--- src/rtl/mdio_pkg.sv ---
package mdio_pkg;
  localparam int PHY_W  = 5;
  localparam int REG_W  = 5;
  localparam int DATA_W = 16;

  localparam logic [1:0] SOF_CODE = 2'b01;
  localparam logic [1:0] OP_READ  = 2'b10;
  localparam logic [1:0] OP_WRITE = 2'b01;
  localparam logic [1:0] TA_WRITE = 2'b10;

  localparam int HDR_BITS  = 2 + 2 + PHY_W + REG_W;
  localparam int TAIL_BITS = 2 + DATA_W;

  typedef struct packed {
    logic              write;
    logic [PHY_W-1:0]  phy;
    logic [REG_W-1:0]  regad;
    logic [DATA_W-1:0] wdata;
  } mdio_req_t;

  typedef enum logic [1:0] {ST_IDLE, ST_RUN, ST_FIN} mdio_state_e;
endpackage

--- src/rtl/mdio_mdc_gen.sv ---
module mdio_mdc_gen #(
  parameter int DIV = 4
) (
  input  logic clk,
  input  logic rst_n,
  input  logic run,
  output logic mdc,
  output logic slot_start,
  output logic low_end,
  output logic slot_end
);
  localparam int CW = (DIV > 2) ? $clog2(DIV) : 1;
  localparam logic [CW-1:0] LAST = CW'(DIV - 1);

  logic [CW-1:0] cnt;
  logic          phase;

  always_ff @(posedge clk or negedge rst_n) begin
    if (!rst_n) begin
      cnt   <= '0;
      phase <= 1'b0;
    end else if (!run) begin
      cnt   <= '0;
      phase <= 1'b0;
    end else if (cnt == LAST) begin
      cnt   <= '0;
      phase <= ~phase;
    end else begin
      cnt <= cnt + 1'b1;
    end
  end

  assign mdc        = phase;
  assign slot_start = run && !phase && (cnt == '0);
  assign low_end    = run && !phase && (cnt == LAST);
  assign slot_end   = run &&  phase && (cnt == LAST);
endmodule

--- src/rtl/mdio_tx_shift.sv ---
module mdio_tx_shift
  import mdio_pkg::*;
#(
  parameter int PRE_BITS = 32
) (
  input  logic      clk,
  input  logic      rst_n,
  input  logic      load,
  input  mdio_req_t req,
  input  logic      shift_en,
  output logic      bit_out
);
  localparam int FRAME = PRE_BITS + HDR_BITS + TAIL_BITS;

  logic [FRAME-1:0]     sreg;
  logic [TAIL_BITS-1:0] tail;
  logic [1:0]           opcode;

  always_comb begin
    opcode = req.write ? OP_WRITE : OP_READ;
    tail   = req.write ? {TA_WRITE, req.wdata} : '1;
  end

  always_ff @(posedge clk or negedge rst_n) begin
    if (!rst_n)
      sreg <= '1;
    else if (load)
      sreg <= {{PRE_BITS{1'b1}}, SOF_CODE, opcode, req.phy, req.regad, tail};
    else if (shift_en)
      sreg <= {sreg[FRAME-2:0], 1'b1};
  end

  assign bit_out = sreg[FRAME-1];
endmodule

--- src/rtl/mdio_rx_shift.sv ---
module mdio_rx_shift
  import mdio_pkg::*;
(
  input  logic              clk,
  input  logic              rst_n,
  input  logic              clear,
  input  logic              err_en,
  input  logic              data_en,
  input  logic              mdio_i,
  output logic              err,
  output logic [DATA_W-1:0] rdata
);
  logic [DATA_W-1:0] shift;

  always_ff @(posedge clk or negedge rst_n) begin
    if (!rst_n) begin
      err   <= 1'b0;
      shift <= '0;
    end else if (clear) begin
      err   <= 1'b0;
      shift <= '0;
    end else begin
      if (err_en)
        err <= mdio_i;
      if (data_en)
        shift <= {shift[DATA_W-2:0], mdio_i};
    end
  end

  assign rdata = err ? '0 : shift;
endmodule

--- src/rtl/mdio_frame_master.sv ---
module mdio_frame_master
  import mdio_pkg::*;
#(
  parameter int DIV      = 4,
  parameter int PRE_BITS = 32
) (
  input  logic              clk,
  input  logic              rst_n,
  input  logic              req_valid,
  output logic              req_ready,
  input  logic              req_write,
  input  logic [PHY_W-1:0]  req_phy,
  input  logic [REG_W-1:0]  req_reg,
  input  logic [DATA_W-1:0] req_wdata,
  output logic              rsp_valid,
  output logic [DATA_W-1:0] rsp_rdata,
  output logic              rsp_err,
  output logic              mdc,
  output logic              mdio_o,
  output logic              mdio_oe,
  input  logic              mdio_i
);
  localparam int FRAME   = PRE_BITS + HDR_BITS + TAIL_BITS;
  localparam int SW      = $clog2(FRAME);
  localparam logic [SW-1:0] TA_SLOT   = SW'(PRE_BITS + HDR_BITS);
  localparam logic [SW-1:0] ERR_SLOT  = SW'(PRE_BITS + HDR_BITS + 1);
  localparam logic [SW-1:0] DATA_SLOT = SW'(PRE_BITS + HDR_BITS + 2);
  localparam logic [SW-1:0] LAST_SLOT = SW'(FRAME - 1);

  mdio_state_e       state;
  logic [SW-1:0]     slot;
  logic              is_rd;
  logic              run, accept;
  logic              slot_start, low_end, slot_end;
  logic              tx_bit, rx_err;
  logic [DATA_W-1:0] rx_data;
  mdio_req_t         req;

  assign req       = '{write: req_write, phy: req_phy, regad: req_reg, wdata: req_wdata};
  assign req_ready = (state == ST_IDLE);
  assign accept    = req_valid && req_ready;
  assign run       = (state == ST_RUN);

  mdio_mdc_gen #(.DIV(DIV)) u_mdc (
    .clk(clk), .rst_n(rst_n), .run(run), .mdc(mdc),
    .slot_start(slot_start), .low_end(low_end), .slot_end(slot_end)
  );

  mdio_tx_shift #(.PRE_BITS(PRE_BITS)) u_tx (
    .clk(clk), .rst_n(rst_n), .load(accept), .req(req),
    .shift_en(slot_end), .bit_out(tx_bit)
  );

  mdio_rx_shift u_rx (
    .clk(clk), .rst_n(rst_n), .clear(accept),
    .err_en(low_end && is_rd && (slot == ERR_SLOT)),
    .data_en(low_end && is_rd && (slot >= DATA_SLOT)),
    .mdio_i(mdio_i), .err(rx_err), .rdata(rx_data)
  );

  always_ff @(posedge clk or negedge rst_n) begin
    if (!rst_n) begin
      state     <= ST_IDLE;
      slot      <= '0;
      is_rd     <= 1'b0;
      mdio_o    <= 1'b1;
      mdio_oe   <= 1'b1;
      rsp_valid <= 1'b0;
      rsp_err   <= 1'b0;
      rsp_rdata <= '0;
    end else begin
      rsp_valid <= 1'b0;
      case (state)
        ST_IDLE: begin
          if (accept) begin
            is_rd <= !req_write;
            slot  <= '0;
            state <= ST_RUN;
          end
        end
        ST_RUN: begin
          // Line updates one clock after MDC falls, never on an MDC edge.
          if (slot_start) begin
            mdio_o  <= tx_bit;
            mdio_oe <= !(is_rd && (slot >= TA_SLOT));
          end
          if (slot_end) begin
            if (slot == LAST_SLOT)
              state <= ST_FIN;
            else
              slot <= slot + 1'b1;
          end
        end
        ST_FIN: begin
          mdio_o    <= 1'b1;
          mdio_oe   <= 1'b1;
          rsp_valid <= 1'b1;
          rsp_err   <= is_rd && rx_err;
          rsp_rdata <= is_rd ? rx_data : '0;
          state     <= ST_IDLE;
        end
        default: state <= ST_IDLE;
      endcase
    end
  end
endmodule

--- config.mk ---
export PLATFORM = sky130hd
export DESIGN_NAME = mdio_frame_master
export DESIGN_NICKNAME = d
export VERILOG_FILES = /design/src/rtl/mdio_pkg.sv /design/src/rtl/mdio_mdc_gen.sv /design/src/rtl/mdio_tx_shift.sv /design/src/rtl/mdio_rx_shift.sv /design/src/rtl/mdio_frame_master.sv
export SDC_FILE = /design/constraint.sdc
export NUM_CORES = 1
export LEC_CHECK = 0
export BUFFER_PORTS_ARGS = -buffer_cell sky130_fd_sc_hd__buf_2
export CAP_MARGIN = 10
export CORE_MARGIN = 2
export CORE_UTILIZATION = 40
export DETAILED_ROUTE_END_ITERATION = 10
export PLACE_DENSITY = 0.62
export SYNTH_ARGS = -nofsm -noshare
export SYNTH_HDL_FRONTEND = slang
export SYNTH_SLANG_ARGS = --single-unit
--- constraint.sdc ---
create_clock -name clk -period 2.1 [get_ports clk]
set_input_delay 0.42 -clock clk [delete_from_list [all_inputs] [get_ports clk]]
set_output_delay 0.42 -clock clk [all_outputs]
set_load 0.05 [all_outputs]
Word level (Yosys, flattened, before mapping) --
Cells that the tools add are included.
Cells by class: mux-type cells 27, reduce and logical (&&, ||, !) cells 25, equality and inequality tests 11, bitwise logic cells 1, magnitude comparators 2, add/sub/neg operators 2
Operators with widths (count):
- $mux W64 | 2
- $mux W16 | 4
- $mux W6 | 3
- $mux W17 | 1
- $eq A6 B6 Y1 const B | 2
- $ge A6 B6 Y1 const B | 2
- $mux W2 | 6
- $pmux W6 S2 | 1
- $logic_and A1 B1 Y1 | 11
- $ne A2 B2 Y1 const B | 5
- $reduce_bool A2 Y1 | 5
- $mux W1 | 7
- $add A6 B1 Y6 const B | 1
- $eq A2 B2 Y1 const B | 2
- $logic_not A2 Y1 | 2
- $pmux W1 S2 | 2
- $pmux W2 S2 | 1
- $reduce_and A2 Y1 | 2
- $reduce_and A4 Y1 | 1
- $logic_not A1 Y1 | 3
- $reduce_and A3 Y1 | 1
- $add A2 B1 Y2 const B | 1
- $eq A2 B1 Y1 const B | 1
- $ne A2 B1 Y1 const B | 1
- $not A1 Y1 | 1
Word-level totals: register bits after elaboration 113, output and inout port bits 22

Logic depth before layout (Yosys ltp) --
Gate-level depths: netlist (run 1).
word-level depth 7, depth in mapped cells 7, mapped depth without buffers 5

Cells and area by module --
From an unflattened synthesis (run 1), not the netlist that was laid out.
Unflattened totals: cells, all modules 448, area, all modules 5238.8 µm²
Modules (own cells, without submodules):
- mdio_tx_shift | instances 1, area an instance 2962.8 µm², cells each 222
- mdio_frame_master | instances 1, area an instance 1288.7 µm², cells each 140
- mdio_rx_shift | instances 1, area an instance 823.3 µm², cells each 72
- mdio_mdc_gen | instances 1, area an instance 163.9 µm², cells each 14

Least setup slack after synthesis (run 1) --
OpenSTA, ideal clock, no wires.
kind register to register, from reg u_mdc.phase (netlist: u_mdc.mdc), to reg u_rx.shift[10], stages on the path, launching flop included 7, data arrival time 1.764 ns, clock period less this slack 1.896 ns, setup time 0.132 ns, slack 0.204 ns, data required time 1.968 ns, cell sequence dfrtp_1 -> clkbuf_2 -> and4b_1 -> nand3_2 -> buf_2 -> mux2i_1 -> nor2_1
On the way: cells in the longest elaborated chain, start to end 6
Ends and longest elaborated chain:
- start: declaration | line mdio_mdc_gen.sv:16 | logic phase;
- start signal: assignment | line mdio_mdc_gen.sv:27 | phase <= ~phase;
- $logic_not A1 Y1 | line mdio_mdc_gen.sv:35 | assign low_end = run && !phase && (cnt == LAST);
- $logic_and A1 B1 Y1 (2 in series) | line mdio_mdc_gen.sv:35
- $logic_and A1 B1 Y1 (2 in series) | line mdio_frame_master.sv:57 | .data_en(low_end && is_rd && (slot >= DATA_SLOT)),
- $reduce_bool A2 Y1 (no source line)
- end signal: assignment | line mdio_rx_shift.sv:26 | shift <= {shift[DATA_W-2:0], mdio_i};
- end: declaration | line mdio_rx_shift.sv:13 | logic [DATA_W-1:0] shift;
No other way between the ends. A chain may end at the register's enable or synchronous reset.

Worst setup path after layout (run 1) --
from reg state[0], to reg u_rx.shift[2]
On the way: cells in the longest elaborated chain, start to end 6
Ends and longest elaborated chain:
- start: declaration | line mdio_frame_master.sv:30 | mdio_state_e state;
- start signal: assignment | line mdio_frame_master.sv:63 | state <= ST_IDLE;
- start signal: assignment | line mdio_frame_master.sv:78 | state <= ST_RUN;
- start signal: assignment | line mdio_frame_master.sv:89 | state <= ST_FIN;
- $eq A2 B1 Y1 | line mdio_frame_master.sv:42 | assign run = (state == ST_RUN);
- $logic_and A1 B1 Y1 (2 in series) | line mdio_mdc_gen.sv:35
- $logic_and A1 B1 Y1 (2 in series) | line mdio_frame_master.sv:57
- $reduce_bool A2 Y1 (no source line)
Several ways; a longest one is shown, not always the timed one.

==> metrics.md, run 1 <==
| Metric | Value |
|---|---|
| Total net switching power | roughly 2.4 mW |
| Max-capacitance violation count | 0 |
| Setup repair after global routing missed its margin | no |
| Buffer depth of the longest clock path | 2 |
| H-tree levels | 4 |
| Number of standard cells after synthesis | 395 |
| Overall die area | roughly 0.013 sq mm |
| Clk root buf | clkbuf_16 |
| Relative area change from synthesis to final layout | 24.0% |
| Aggregate global-route resource usage | 0.155 |
| Remaining number of nets flagged by the antenna check after routing | 0 |
| Worst Tran Pin Value | 0.524 ns |
| Initial antenna violation count | 0 |
| FMAX | ~540 MHz |
| Cells on worst reg2reg path | 4 |
| Hold Path Class | input port to async pin |
| Switching share of power | 0.278 |
| Final period demand of the worst path | 1.86 ns |
| Routability congestion estimate from global placement | approximately 0.8 |
| Cell chain of the critical path | nor2b_1 -> nand3_2 -> mux2i_1 -> nor2_1 |
| Count of standard-cell rows | 39 |
| Arrival @ worst endpoint | 2.14 ns |
| Largest net degree at the start of global routing | 45 |
| Final hold slack | 0.00374 ns |
| Number of nets in the finished design | 488 |
| Clock sink total | 113 |
| Setup slack on the worst flop-to-flop path | 0.24 ns |
| Setup TNS | 0 ns |
| Final Slew Violations | 0 |
| First element of the critical path | state[0]$_DFFE_PN0P_ |
| Startpoint type of the worst setup path | flip-flop |
| Largest cells by area after synthesis | dfstp_2 37%, dfrtp_1 25%, o22a_1 6.4% |
| Final hold vios | 0 |
| Share of the core filled with cells | 0.508 |
| Share of total power in the clock network | 0.362 |
| Sequential Power Share | 0.429 |
| Number of port buffers | 52 |
| Post-synth top area share | 0.372 |
| Combinational Power Share | 0.209 |
| Starting Density | 0.410 |
| Post-synthesis net count | 429 |
| Core Footprint | 0.0114 sq mm |
| Global route overflow | 0 |
| Synth warn | 0 |
| Leakage power | about 2.7 nW |
| Number of buffers added by the clock tree synthesis step | 17 |
| Half-perimeter wire length after detailed placement | around 5.9 mm |
| Total DRC errors in the routed layout | 0 |
| Post-CTS setup buffer count | 0 |
| Number of global-route vias before repair | 3177 |
| Internal power component | between 6 and 7 mW |
| Crit path max fanout | 16 |
| Number of DRC markers in iteration 0 | 183 |
| Period utilization | 0.884 |
| Global-route wire length before repair | 15.4 mm |
| Part of the Yosys area used for sequential elements | 0.625 |
| Layout cell share with drive strength beyond 1 | 0.364 |
| Per-cell routed wire length | 14.9 um |
| Insertion delay to the later sink of the worst-skew pair | around 0.4 ns |
| Largest incremental delay on the critical path | 0.60 ns |
| Ports placed on the boundary | 53 |
| Worst reg2reg path startpoint | state[0]$_DFFE_PN0P_ |
| Clk slew on worst S/H paths | 0.05 ns |
| Die Ht | between 100 and 150 um |
| End of the worst register-to-register path | u_rx.shift[2]$_DFFE_PN0P_ |
| Ratio of routed vias to standard cells | 5.25 |
| Mapped Avg Cell Area | 11.8 sq um |
| Post-synthesis cell type count | 44 |
| Count of hold-fix buffers inserted at cts | 0 |
| Total number of vias | 3200 |
| Worst path required time | 2.38 ns |
| Detailed Routing Iterations Pass 1 | 4 |
| Summed instance area of the synthesized netlist | roughly 0.0047 sq mm |
| Die Width | ~110 um |
| Master of the slowest instance on the critical path | dfrtp_1 |
| Routed wire length | slightly above 9 mm |
| Worst vdd rail ir drop | 780 uV |
| Run status | finished clean |
| Cts repair resizes | 0 |
| N_diodes | 0 |
| Largest area contributor in the synthesized netlist | dfstp_2 |
| Cell Pwr Density | 1460 mW/mm^2 |
| Category of the most critical setup path | flip-flop to flip-flop |
| Worst slew slack as a fraction of its limit | 0.651 |
| Endpoint type of the worst setup path | flip-flop |
| Number of register bits inferred by synthesis | 113 |
| Max Clock Skew | approximately 0.0078 ns |
| CTS tree | yes |
| Number of setup violations in the final report | 0 |
[worst max-delay path by stage]
| stage | slack, ns | to | cells after the start |
|---|---|---|---|
| after floorplan | 0.20 | u_rx.shift[10]$_DFFE_PN0P_ | 6 |
| after global placement | 0.31 | u_rx.err$_DFFE_PN0P_ | 5 |
| after detailed placement | 0.25 | u_rx.shift[13]$_DFFE_PN0P_ | 4 |
| after CTS | 0.24 | u_rx.shift[2]$_DFFE_PN0P_ | 4 |
| after global routing | 0.06 | u_rx.shift[2]$_DFFE_PN0P_ | 4 |
| final | 0.24 | u_rx.shift[2]$_DFFE_PN0P_ | 4 |
[final cells by class]
class,instances,area (sq um)
Fill cell,992,5600
Sequential cell,113,2910
Multi-Input combinational cell,250,1600
Clock buffer,22,485
Timing Repair Buffer,67,425
Tap cell,143,179
Clock inverter,10,155
Inverter,5,18.8
[sequential cells by signal (all words and copies together), names as in the netlist]
name,cells
slot,6
u_rx.shift,16
u_mdc.mdc,1
u_tx.sreg,64
rsp_rdata,16
is_rd,1
rsp_err,1
state,2
mdio_o,1
u_mdc.cnt,2
mdio_oe,1
rsp_valid,1
u_rx.err,1
[cells in the mapped netlist]
| cell | number |
|---|---|
| o21bai_1 | 1 |
| nand3_2 | 1 |
| clkbuf_2 | 1 |
| nand3_1 | 21 |
| nor3b_4 | 1 |
| nor2_2 | 1 |
| a21oi_1 | 5 |
| dfstp_2 | 66 |
| nor3_1 | 2 |
| o21ai_0 | 20 |
| o41ai_1 | 1 |
| or3b_1 | 1 |
| dfrtp_1 | 47 |
| a311oi_1 | 1 |
| o22a_1 | 34 |
| a41oi_1 | 1 |
| a211oi_1 | 1 |
| a31oi_1 | 2 |
| or4b_1 | 2 |
| o31ai_1 | 1 |
| nand2_1 | 62 |
| clkbuf_1 | 13 |
| o32a_1 | 1 |
| mux2_2 | 1 |
| nor2b_1 | 2 |
| and4b_1 | 2 |
| ha_1 | 3 |
| a21o_1 | 1 |
| buf_6 | 1 |
| mux2i_1 | 18 |
| xnor2_1 | 1 |
| and2_1 | 1 |
| o22ai_2 | 1 |
| nand2b_1 | 5 |
| nand4b_2 | 1 |
| buf_2 | 11 |
| buf_4 | 1 |
| inv_1 | 5 |
| nor2_1 | 24 |
| a22o_1 | 18 |
| a221o_1 | 1 |
| nor4_1 | 1 |
| a22oi_1 | 10 |
| nor3b_2 | 1 |
[cell families after synthesis]
kind of cell | count (synthesis) | synth area share
and+or+nand+nor | 128 | 0.130
DFF | 113 | 0.625
AOI/OAI and AO/OA | 99 | 0.163
buffers and inverters | 32 | 0.0314
muxes | 19 | 0.0411
adders and majority gates | 3 | 0.00806
xor gates and xnor gates | 1 | 0.00188
[per-layer routing]
layer | up-vias | global-route usage | wire length [um]
li1 | 1532 | - | -
met3 | 11 | 0.0403 | 288
met1 | 1598 | 0.214 | 4490
met4 | 0 | 0.0683 | 138
met2 | 59 | 0.231 | 4200
met5 | - | 0 | 0
[placed cells by master (no fill, tap or decap), types with 2 or more instances in the layout]
cell type / n
mux2i_1: 18
nor2_1: 24
dfstp_2: 66
clkbuf_8: 2
o22a_1: 34
a31oi_1: 2
a22o_1: 18
nor2b_1: 2
nor3_1: 2
a21oi_1: 5
or4b_1: 2
a22oi_1: 10
o21ai_0: 20
buf_4: 12
clkinvlp_4: 2
dfrtp_1: 47
nand2b_1: 5
clkbuf_1: 2
nand3_1: 21
ha_1: 3
bufinv_16: 4
nand2_1: 62
clkbuf_16: 18
and4b_1: 2
buf_2: 51
inv_1: 5
buf_12: 4
clkinv_2: 4
[metrics by stage]
stage          area, sq um  power [mW]  instances  setup slack [ns]
2_1_floorplan         4660        4.94        395             0.204
3_3_place_gp          5130        5.37        578             0.305
3_5_place_dp          5130        5.45        578             0.253
4_1_cts               5770        8.56        610             0.242
5_1_grt               5770        8.94        610            0.0634
6_report              5770        8.45        610             0.243
[power groups by stage]
stage          logic, mW  registers [mW]  clock network (mW)
4_1_cts             1.80            3.62                3.13
3_5_place_dp        1.80            3.64                   0
6_report            1.77            3.63                3.06
2_1_floorplan       1.35            3.58                   0
3_3_place_gp        1.75            3.62                   0
5_1_grt             1.99            3.71                3.24
[worst max-delay path: cells and delay by family, from the launching register on]
kind	cells	cell delay [ns]
flip-flops	1	0.60
multiplexers	1	0.30
AND/OR/NAND/NOR	3	0.84
(Power assumes the default switching activity.)
==> run 2, diff against run 1 <==
==> constraint.sdc (replaced) <==
create_clock -name clk -period 2.1 [get_ports clk]
set_input_delay 0.315 -clock clk [delete_from_list [all_inputs] [get_ports clk]]
set_output_delay 0.315 -clock clk [all_outputs]
set_load 0.05 [all_outputs]
==> run 2 against run 1 <==
Clock skew down 0.0041 ns. Setup slack worse by 0.029 ns. Critical path depth unchanged. Via count down 0.34%. Worst hold slack better by 0.13 ns. Power down 4.0%. Wire length up 0.42%. Core utilization down 0.79 points. Die area unchanged. Sequential power about the same.
==> metrics.md, run 2 (same netlist as run 1, synthesis figures left out) <==
| Metric | Value |
|---|---|
| Worst reg2reg path startpoint | state[0]$_DFFE_PN0P_ |
| Total number of vias | 3189 |
| End of the worst register-to-register path | u_rx.shift[11]$_DFFE_PN0P_ |
| Category of the most critical setup path | flip-flop to flip-flop |
| Startpoint type of the worst setup path | flip-flop |
| Period utilization | 0.898 |
| Launch point of the worst hold path | req_reg[3] |
| Worst path required time | 2.39 ns |
| Final period demand of the worst path | 1.89 ns |
| Die Width | 112 um |
| Routability congestion estimate from global placement | 0.817 |
| Aggregate global-route resource usage | 0.158 |
| DP Worst Slack | approximately 0.22 ns |
| Core Footprint | roughly 0.011 sq mm |
| Number of global-route vias before repair | 3183 |
| Number of DRC markers in iteration 0 | between 150 and 200 |
| Cells on worst reg2reg path | 4 |
| Leakage power | roughly 2.7 nW |
| Ports placed on the boundary | 53 |
| Final hold vios | 0 |
| Cell Pwr Density | roughly 1400 mW/mm^2 |
| Starting Density | 0.410 |
| Depth of the worst hold-timing path | 3 |
| Count of non-filler cells in the finished layout | 609 |
| Relative area change from synthesis to final layout | 22.1% |
| Final Slew Violations | 0 |
| Global route overflow | 0 |
| Max Clock Skew | 0.00370 ns |
| Largest net degree at the start of global routing | 70 |
| Total DRC errors in the routed layout | 0 |
| Crit path max fanout | 16 |
| Setup slack after layout | 0.214 ns |
| Per-cell routed wire length | 15.0 um |
| Layout cell share with drive strength beyond 1 | 0.363 |
| N_diodes | 0 |
| Leading cell types in the layout, fill and taps excluded | 66 x dfstp_2, 62 x nand2_1, 51 x buf_2 |
| Number of port buffers | 52 |
| Worst slew slack as a fraction of its limit | 0.644 |
| Top reg by flops | u_tx.sreg |
| Number of placed cells counting well taps | 576 |
| Overall die area | around 0.013 sq mm |
| Half-perimeter wire length after detailed placement | 5.87 mm |
| FMAX | between 500 and 600 MHz |
| Setup slack on the worst flop-to-flop path | between 0.2 and 0.25 ns |
| Worst vdd rail ir drop | 582 uV |
| Remaining number of nets flagged by the antenna check after routing | 0 |
| CTS tree | yes |
| Setup repair after global routing missed its margin | no |
| Number of setup violations in the final report | 0 |
| Max reg flops | 64 |
| Hold Path Class | input port to flip-flop |
| Clk slew on worst S/H paths | around 0.050 ns |
| H-tree levels | 4 |
| Worst hold path endpoint | u_tx.sreg[21]$_DFFE_PN1P_ |
| Number of nets in the finished design | slightly below 500 |
| Share of the core filled with cells | 0.500 |
| Initial antenna violation count | 0 |
| Clk root buf | clkbuf_16 |
| Number of buffers added by the clock tree synthesis step | 17 |
| Count of standard-cell rows | 39 |
| Ratio of routed vias to standard cells | 5.24 |
| Setup TNS | 0 ns |
| Detailed Routing Iterations Pass 1 | 4 |
| Leading cell type in the layout, fill and taps excluded | dfstp_2 |
| Worst Tran Pin Value | 0.533 ns |
| Global-route wire length before repair | 15.8 mm |
| Routed wire length | 9.16 mm |
| Clock sink total | ~110 |
| Buffer depth of the longest clock path | 2 |
| Insertion delay to the later sink of the worst-skew pair | approximately 0.40 ns |
| Arrival @ worst endpoint | 2.17 ns |
| Max-capacitance violation count | 0 |
| Registers with the most flip-flops | u_tx.sreg x64, rsp_rdata x16, u_rx.shift x16 |
| Run status | finished clean |
| Endpoint type of the worst setup path | flip-flop |
| Die Ht | ~110 um |
==> run 2: layout make-up <==
| cell class | instances | area, sq um |
|---|---|---|
| fill | 1013 | 5690 |
| sequential | 113 | 2910 |
| multi-input combinational | 250 | 1600 |
| clock buffer | 17 | 425 |
| timing repair buffer | 66 | 408 |
| tap | 143 | 179 |
| clock inverter | 15 | 143 |
| inverter | 5 | 18.8 |
==> run 2: power by group <==
group / total [mW] / internal (mW) / switching (mW)
sequential: 3.62 / 3.21 / 0.414
combinational: 1.76 / 0.778 / 0.981
clock: 2.73 / 1.73 / 0.996
==> run 2: repair_timing <==
item | 4_1_cts | 5_1_grt
setup endpoints to repair | 0 | 0
hold buffers | 1 | 0
buffers inserted | 0 | 0
hold endpoints to repair | 18 | 0
resized for setup | 0 | 0
==> run 2: worst max-delay path, stage by stage, from the launching register on <==
cell and delay (ns):
dfrtp_1 0.63, nor2b_1 0.29, nand3_2 0.47, mux2i_1 0.31, nor2_1 0.06
==> run 2: worst max path at each step <==
| stage | from | endpoint | slack, ns | cells after the start |
|---|---|---|---|---|
| after floorplan | u_mdc.mdc$_DFFE_PN0P_ | u_rx.shift[10]$_DFFE_PN0P_ | 0.20 | 6 |
| after global placement | state[0]$_DFFE_PN0P_ | u_rx.shift[3]$_DFFE_PN0P_ | 0.32 | 4 |
| after detailed placement | state[0]$_DFFE_PN0P_ | u_rx.shift[11]$_DFFE_PN0P_ | 0.22 | 4 |
| after CTS | state[0]$_DFFE_PN0P_ | req_ready | 0.20 | 3 |
| after global routing | state[0]$_DFFE_PN0P_ | u_rx.shift[4]$_DFFE_PN0P_ | 0.03 | 4 |
| final | state[0]$_DFFE_PN0P_ | u_rx.shift[11]$_DFFE_PN0P_ | 0.21 | 4 |
==> run 2: per-layer routing <==
metal / up-vias / wire [um] / GRT usage
li1: 1535 / - / -
met1: 1581 / 4450 / 0.220
met2: 64 / 4230 / 0.233
met3: 9 / 336 / 0.0495
met4: 0 / 141 / 0.0601
met5: - / 0 / 0
==> run 2: stage by stage <==
stage | cell area (sq um) | hold slack, ns | power, mW
after floorplan | 4660 | 0.0194 | 4.94
after detailed placement | 5110 | 0.281 | 5.44
after global placement | 5110 | 0.277 | 5.36
after CTS | 5680 | 0.114 | 8.21
final | 5680 | 0.129 | 8.11
after global routing | 5680 | 0.127 | 8.61
